**src/rtl/spi_pause_gate_pkg.sv**
```systemverilog
// Package: shared pin bundle type and its idle value for the pause gate.
// Assumes pins are sampled together as one bundle by the synchroniser.
package spi_pause_gate_pkg;

    typedef struct packed {
        logic cs_n;
        logic sck;
        logic si;
        logic hold_n;
    } pins_t;

    localparam int PIN_COUNT = $bits(pins_t);

    // Idle bus: deselected, clock low, data low, no pause request.
    localparam pins_t PINS_IDLE = '{cs_n: 1'b1, sck: 1'b0, si: 1'b0, hold_n: 1'b1};

endpackage

```
**src/rtl/pin_sync.sv**
```systemverilog
// Module: multi-stage level synchroniser for a bundle of asynchronous pins.
// Assumes each pin is a slow level relative to clk; no bus coherency is implied.
module pin_sync #(
    parameter int             WIDTH     = 4,
    parameter int             STAGES    = 2,
    parameter logic [WIDTH-1:0] RESET_VAL = '0
) (
    input  logic             clk,
    input  logic             rst_n,
    input  logic [WIDTH-1:0] d,
    output logic [WIDTH-1:0] q
);
    logic [STAGES-1:0][WIDTH-1:0] pipe;

    generate
        for (genvar s = 0; s < STAGES; s++) begin : g_stage
            if (s == 0) begin : g_first
                // Capture the raw pins into the first stage.
                always_ff @(posedge clk) begin
                    if (!rst_n) pipe[0] <= RESET_VAL;
                    else        pipe[0] <= d;
                end
            end else begin : g_next
                // Move the sample one stage further along.
                always_ff @(posedge clk) begin
                    if (!rst_n) pipe[s] <= RESET_VAL;
                    else        pipe[s] <= pipe[s-1];
                end
            end
        end
    endgenerate

    assign q = pipe[STAGES-1];
endmodule

```
**src/rtl/clk_edge_gate.sv**
```systemverilog
// Module: detects bus-clock edges on the synchronised level and gates the
// strobes with a block signal. Assumes sck_s is already synchronous to clk.
module clk_edge_gate (
    input  logic clk,
    input  logic rst_n,
    input  logic sck_s,
    input  logic block,
    output logic rise,
    output logic fall
);
    logic sck_d;

    // Remember the previous clock level; it always tracks, even when blocked.
    always_ff @(posedge clk) begin
        if (!rst_n) sck_d <= 1'b0;
        else        sck_d <= sck_s;
    end

    assign rise = sck_s & ~sck_d & ~block;
    assign fall = ~sck_s & sck_d & ~block;
endmodule

```
**src/rtl/pause_ctrl.sv**
```systemverilog
// Module: pause state machine. Enters and leaves pause only while the bus
// clock is low; selection loss clears it. Assumes synchronised inputs.
module pause_ctrl (
    input  logic clk,
    input  logic rst_n,
    input  logic cs_n_s,
    input  logic sck_s,
    input  logic hold_n_s,
    output logic paused
);
    logic paused_nx;

    // Next pause state from the synchronised pin levels.
    always_comb begin
        paused_nx = paused;
        if (cs_n_s)                          paused_nx = 1'b0;
        else if (!paused && !hold_n_s && !sck_s) paused_nx = 1'b1;
        else if (paused && hold_n_s && !sck_s)   paused_nx = 1'b0;
    end

    // Pause state register.
    always_ff @(posedge clk) begin
        if (!rst_n) paused <= 1'b0;
        else        paused <= paused_nx;
    end

    // a pause only begins after a cycle with the clock low.
    a_r3_enter_sck_low: assert property (@(posedge clk) disable iff (!rst_n)
        $rose(paused) |-> $past(!sck_s && !cs_n_s && !hold_n_s));
    // a pause ends only with the clock low or on deselect.
    a_r7_exit_sck_low: assert property (@(posedge clk) disable iff (!rst_n)
        $fell(paused) |-> $past(cs_n_s || (!sck_s && hold_n_s)));
    // deselect clears the pause.
    a_r8_cs_clears: assert property (@(posedge clk) disable iff (!rst_n)
        cs_n_s |=> !paused);
    // no pause starts while the request is inactive.
    a_r9_no_spurious: assert property (@(posedge clk) disable iff (!rst_n)
        (!paused && hold_n_s) |=> !paused);
endmodule

```
**src/rtl/spi_pause_gate.sv**
```systemverilog
// Module: top of the pause gate. Synchronises the pins, runs the pause state
// machine, qualifies clock edges and data, and masks the output enable.
// Assumes the engine drives its data output only while so_en is high.
module spi_pause_gate
    import spi_pause_gate_pkg::*;
#(
    parameter int SYNC_STAGES = 2
) (
    input  logic clk,
    input  logic rst_n,
    input  logic cs_n,
    input  logic sck,
    input  logic si,
    input  logic hold_n,
    output logic sck_rise,
    output logic sck_fall,
    output logic si_q,
    output logic so_en,
    output logic paused
);
    pins_t pins_raw, pins_s;
    logic  si_held;
    logic  block;

    assign pins_raw = '{cs_n: cs_n, sck: sck, si: si, hold_n: hold_n};

    pin_sync #(
        .WIDTH    (PIN_COUNT),
        .STAGES   (SYNC_STAGES),
        .RESET_VAL(PINS_IDLE)
    ) u_sync (
        .clk  (clk),
        .rst_n(rst_n),
        .d    (pins_raw),
        .q    (pins_s)
    );

    pause_ctrl u_ctrl (
        .clk     (clk),
        .rst_n   (rst_n),
        .cs_n_s  (pins_s.cs_n),
        .sck_s   (pins_s.sck),
        .hold_n_s(pins_s.hold_n),
        .paused  (paused)
    );

    assign block = paused | pins_s.cs_n;

    clk_edge_gate u_edge (
        .clk  (clk),
        .rst_n(rst_n),
        .sck_s(pins_s.sck),
        .block(block),
        .rise (sck_rise),
        .fall (sck_fall)
    );

    // Hold the last data bit seen before a pause.
    always_ff @(posedge clk) begin
        if (!rst_n)       si_held <= 1'b0;
        else if (!paused) si_held <= pins_s.si;
    end

    assign si_q  = paused ? si_held : pins_s.si;
    assign so_en = ~pins_s.cs_n & ~paused;

    // no strobes while paused.
    a_r4_quiet_paused: assert property (@(posedge clk) disable iff (!rst_n)
        paused |-> !(sck_rise || sck_fall));
    // qualified data frozen across a pause.
    a_r4_si_frozen: assert property (@(posedge clk) disable iff (!rst_n)
        (paused && $past(paused)) |-> $stable(si_q));
    // output released while paused.
    a_r5_oe_off: assert property (@(posedge clk) disable iff (!rst_n)
        paused |-> !so_en);
    // strobes are mutually exclusive.
    a_r1_one_edge: assert property (@(posedge clk) disable iff (!rst_n)
        $countones({sck_rise, sck_fall}) <= 1);
endmodule

```
**config.mk**
```make
export PLATFORM = sky130hd
export DESIGN_NAME = spi_pause_gate
export DESIGN_NICKNAME = d
export VERILOG_FILES = /design/src/rtl/spi_pause_gate_pkg.sv /design/src/rtl/pin_sync.sv /design/src/rtl/clk_edge_gate.sv /design/src/rtl/pause_ctrl.sv /design/src/rtl/spi_pause_gate.sv
export SDC_FILE = /design/constraint.sdc
export NUM_CORES = 1
export LEC_CHECK = 0
export BUFFER_PORTS_ARGS = -buffer_cell sky130_fd_sc_hd__buf_2
export CORE_AREA = 5 5 42 44
export CTS_BUF_LIST = sky130_fd_sc_hd__clkbuf_2 sky130_fd_sc_hd__clkbuf_4 sky130_fd_sc_hd__clkbuf_8
export CTS_CLUSTER_SIZE = 24
export DETAILED_ROUTE_END_ITERATION = 8
export DIE_AREA = 0 0 47 49
export PLACE_DENSITY = 0.48
export RECOVER_POWER = 100
export SYNTH_ARGS = -nofsm -noshare
export SYNTH_HDL_FRONTEND = slang
export SYNTH_SLANG_ARGS = --single-unit
```
**constraint.sdc**
```tcl
create_clock -name clk -period 2.05 [get_ports clk]
set_clock_uncertainty 0.2 [all_clocks]
set_input_delay 0.5125 -clock clk [delete_from_list [all_inputs] [get_ports clk]]
set_output_delay 0.5125 -clock clk [all_outputs]
set_load 0.05 [all_outputs]
```
---- Yosys cells after proc, flatten, opt, wreduce, memory -nomap -nowiden ----
Cells that the tools add are included.
Widths: inputs -> output; s select.
storage, ports and cells
  register bits ........................... 11
  bits of input ports ..................... 6
  output and inout port bits .............. 5
  logic and storage cells ................. 29
operators by class
  mux-type cells .......................... 3
  bitwise operators ....................... 12
  reduce and logical (&&, ||, !) cells .... 9
operators by type and width
  operator           number
  $not 1->1          6
  $and 1x1->1        5
  $logic_and 1x1->1  4
  $logic_not 1->1    3
  $mux 1             3
  $reduce_bool 2->1  1
  $reduce_or 2->1    1
  $or 1x1->1         1

---- Depth between registers and ports, before layout ----
  depth after elaboration ................. 4
  mapped depth ............................ 2

---- Hierarchy ----
From an unflattened synthesis, not the netlist that was laid out.
second synthesis, totals
  cell total of the unflattened synthesis .. 34
  area total of the unflattened synthesis .. 389.1 µm²
by module, submodules not included
  module          instances  cells each  area an instance (µm²)
  pin_sync        1          20          240.2
  clk_edge_gate   1          4           52.6
  spi_pause_gate  1          5           51.3
  pause_ctrl      1          5           45.0

---- Least setup slack after synthesis ----
OpenSTA, ideal clock, no wires.
  path kind ............................... register to output
  start point ............................. register u_ctrl.paused
  end point ............................... output port sck_fall
  arrival time ............................ 2.248 ns
  setup slack ............................. -0.911 ns
  cell stages (with the launch flop) ...... 2
  path buffers ............................ 0
  path through ............................ dfxtp_1 -> nor4b_1
between the ends
  longest elaborated chain between the ends .. 3
RTL lines
  item                    RTL line              RTL
  from (decl)             pause_ctrl.sv:9       output logic paused
  from (signal assigned)  pause_ctrl.sv:24      else paused <= paused_nx;
  $or 1x1->1              spi_pause_gate.sv:47  assign block = paused | pins_s.cs_n;
  $not 1->1               clk_edge_gate.sv:20   assign fall = ~sck_s & sck_d & ~block;
  $and 1x1->1             clk_edge_gate.sv:20
  to (decl)               spi_pause_gate.sv:16  output logic sck_fall,
No other way between the ends.

---- Worst setup path in the final report ----
  start point ............................. register u_ctrl.paused
  end point ............................... output port si_q
between the ends
  longest elaborated chain between the ends .. 1
RTL lines
  item       RTL line              RTL
  $mux 1     --
  to (decl)  spi_pause_gate.sv:17  output logic si_q,
No other way between the ends.

==> flow_summary.json <==
{
  "fin_util": 0.324,
  "pre_cts_ws_ps": 349,
  "grt.busiest_layer": "met2",
  "power.share.switching": 0.199,
  "synth_nets": 36,
  "regArea_sq_um": 220,
  "grt_util_met1": 0.0626,
  "cts.path.max_buffers": 2,
  "synth_most_common_cell": "dfxtp_1",
  "drc": 0,
  "power.leakage_nw": 0.193,
  "multi_input_area_sq_um": 135,
  "timing.final.ws_setup_ps": 69.8,
  "p_per_area_mw_per_mm2": 884,
  "grt_pass1_vias": 212,
  "synth_cell_types": 11,
  "path_class": "reg2out",
  "wl_microns": 608,
  "met2_usage": 0.0769,
  "post_cts_resized": 0,
  "power_frac_clock": 0.375,
  "synth-main-ff-cell": "dfxtp_1",
  "yosysTopAreaCellShare": 0.635,
  "ir_drop_mv": 0.262,
  "port-buffer-count": 10,
  "root_buffer": "clkbuf_4",
  "power_uw": 402,
  "grt_pass1_wl_microns": 917,
  "slew_viol_final": 0,
  "r2r_end": "si_held",
  "worstMarginPinSlew_ps": 423,
  "yosysSeqAreaShare": 0.635,
  "drtIter0Drc": 3,
  "stdcell_count": 59,
  "post_synth.cell_area_avg_sq_um": 11.6,
  "dieArea_sq_mm": 0.00230,
  "rr_startpoint": "u_ctrl.paused",
  "dp_hpwl_microns": 470,
  "synth_edf_count": 0,
  "required_ps": 1340,
  "switchingPower_uw": 79.9,
  "cp_max_fo": 6,
  "antenna_found_initial": 0,
  "place_congestion": 0.733,
  "rsz0062_at_grt": "false",
  "ant_nets": 0,
  "rr_worst_depth": 2,
  "maxCapViolCount": 0,
  "dp.cells": 55,
  "finalNetCount": 50,
  "hold_class": "reg2reg",
  "hold_viol_final": 0,
  "setup_viol": 0,
  "grt_max_degree": 12,
  "critPathLaunchType": "register",
  "die_h_microns": 49,
  "antennaDiodeCount": 0,
  "status": "complete, no violations",
  "syn2layout_area_growth_pct": 31.0,
  "cts.sinks": 11,
  "combPwrFrac": 0.062,
  "viasPerCell": 3.88,
  "finalCritPeriodShare": 0.966,
  "whs_path_depth": 1,
  "rows": 14,
  "post-cts-setup-buffers": 0,
  "max_slew_margin": 0.718,
  "yosysWarnings": 0,
  "holdBufCountCts": 0,
  "clk_pin_slew_ps": 60,
  "cp-startpoint": "u_ctrl.paused",
  "holdPathEnd": "u_sync.q[3]",
  "clock_latency_ps": 260,
  "cts_buffers": 3,
  "cts_tree": "done",
  "start_util": 0.247,
  "p_int_uw": 322,
  "grt_util_all_layers": 0.0602,
  "wl_per_cell_microns": 10.3,
  "yosysTopAreaCell": "dfxtp_1",
  "detail_route.first_pass.iterations": 2,
  "synthTopCellsByCount": "dfxtp_1 (11), and2_1 (5), nand2b_1 (5), nor4b_1 (2)",
  "hold_start": "u_sync.pipe[3]",
  "synth-seq-cells": 11,
  "timing.fmax_ghz": 0.505,
  "die_x_microns": 47,
  "drive_gt1_frac": 0.419,
  "synth_area_leaders": "dfxtp_1 (64%), and2_1 (9.0%), nand2b_1 (9.0%), nor4b_1 (5.1%), mux2_4 (4.3%)",
  "fill_cells": 151,
  "end_kind": "primary output",
  "met3_usage": 0.0295,
  "syn_inst": 30,
  "seq_power_share": 0.563,
  "boundaryPins": 11,
  "grt-ovfl-total": 0,
  "async_flop_share": 0,
  "core_sq_mm": 0.00140,
  "fin_crit_ps": 1980,
  "htreeDepth": 1,
  "r2r_setup_slack_ps": 800,
  "worstPathArrival_ps": 1270,
  "num_vias": 229,
  "syn_area_sq_um": 347
}
[worst max-delay path, cell delays in order, from the launching register on]
cell and delay, ps:
dfxtp_1 460, mux2_4 330, buf_2 210
[layout by cell type (no fill, tap or decap)]
cell type / netlist / final
clkbuf_2: 0 / 1
and2_1: 5 / 3
nor2_1: 1 / 1
nand2_1: 1 / 1
dfxtp_1: 11 / 11
buf_2: 0 / 8
and2_4: 1 / 1
clkbuf_1: 1 / 1
and2_0: 0 / 2
a21oi_1: 1 / 1
nand2b_1: 5 / 5
mux2_4: 1 / 1
nor4b_2: 0 / 2
or2_2: 1 / 1
clkbuf_4: 0 / 4
[cells by family (layout without fill, tap and decap cells)]
group | after synthesis | in the layout | share of synthesized area
AO/OA/AOI/OAI | 1 | 1 | 0.0144
buffers and inverters | 1 | 14 | 0.0108
AND/OR/NAND/NOR | 16 | 16 | 0.296
flip-flops | 11 | 11 | 0.635
multiplexers | 1 | 1 | 0.0433
[routing by layer]
metal	wire length [microns]	up-vias
li1	-	121
met1	242	96
met2	289	10
met3	70	2
met4	5	0
met5	0	-
[state kept, by name, summed over array words and instances, names as in the netlist]
signal / count
u_sync.pipe: 4
u_sync.q: 4
si_held: 1
u_ctrl.paused: 1
u_edge.sck_d: 1
[per-stage QoR]
step | hold slack (ps) | cell area [sq um] | TNS, ps
finish | 205 | 454 | 0
global route | 224 | 454 | 0
CTS | 211 | 455 | 0
detailed placement | 195 | 425 | 0
global placement | 191 | 425 | 0
floorplan | 186 | 359 | -473
[power by group through the flow]
stage	clock, mW	sequential, mW	combinational [mW]
CTS	0.161	0.226	0.0258
floorplan	0	0.230	0.0179
global route	0.168	0.227	0.0271
global placement	0	0.230	0.0249
detailed placement	0	0.231	0.0258
finish	0.151	0.226	0.0251
[worst max path at each step]
stage,endpoint,slack [ps],cells past startpoint
finish,si_q,70,2
global placement,si_q,380,2
floorplan,sck_fall,-240,1
global route,si_q,5,2
CTS,si_q,50,2
detailed placement,si_q,350,2
[area by class of cell]
class,instances,area share
Timing Repair Buffer,10,0.107
Multi-Input combinational cell,18,0.298
Tap cell,16,0.0441
Clock buffer,4,0.0661
Sequential cell,11,0.485
(Power assumes the default switching activity.)
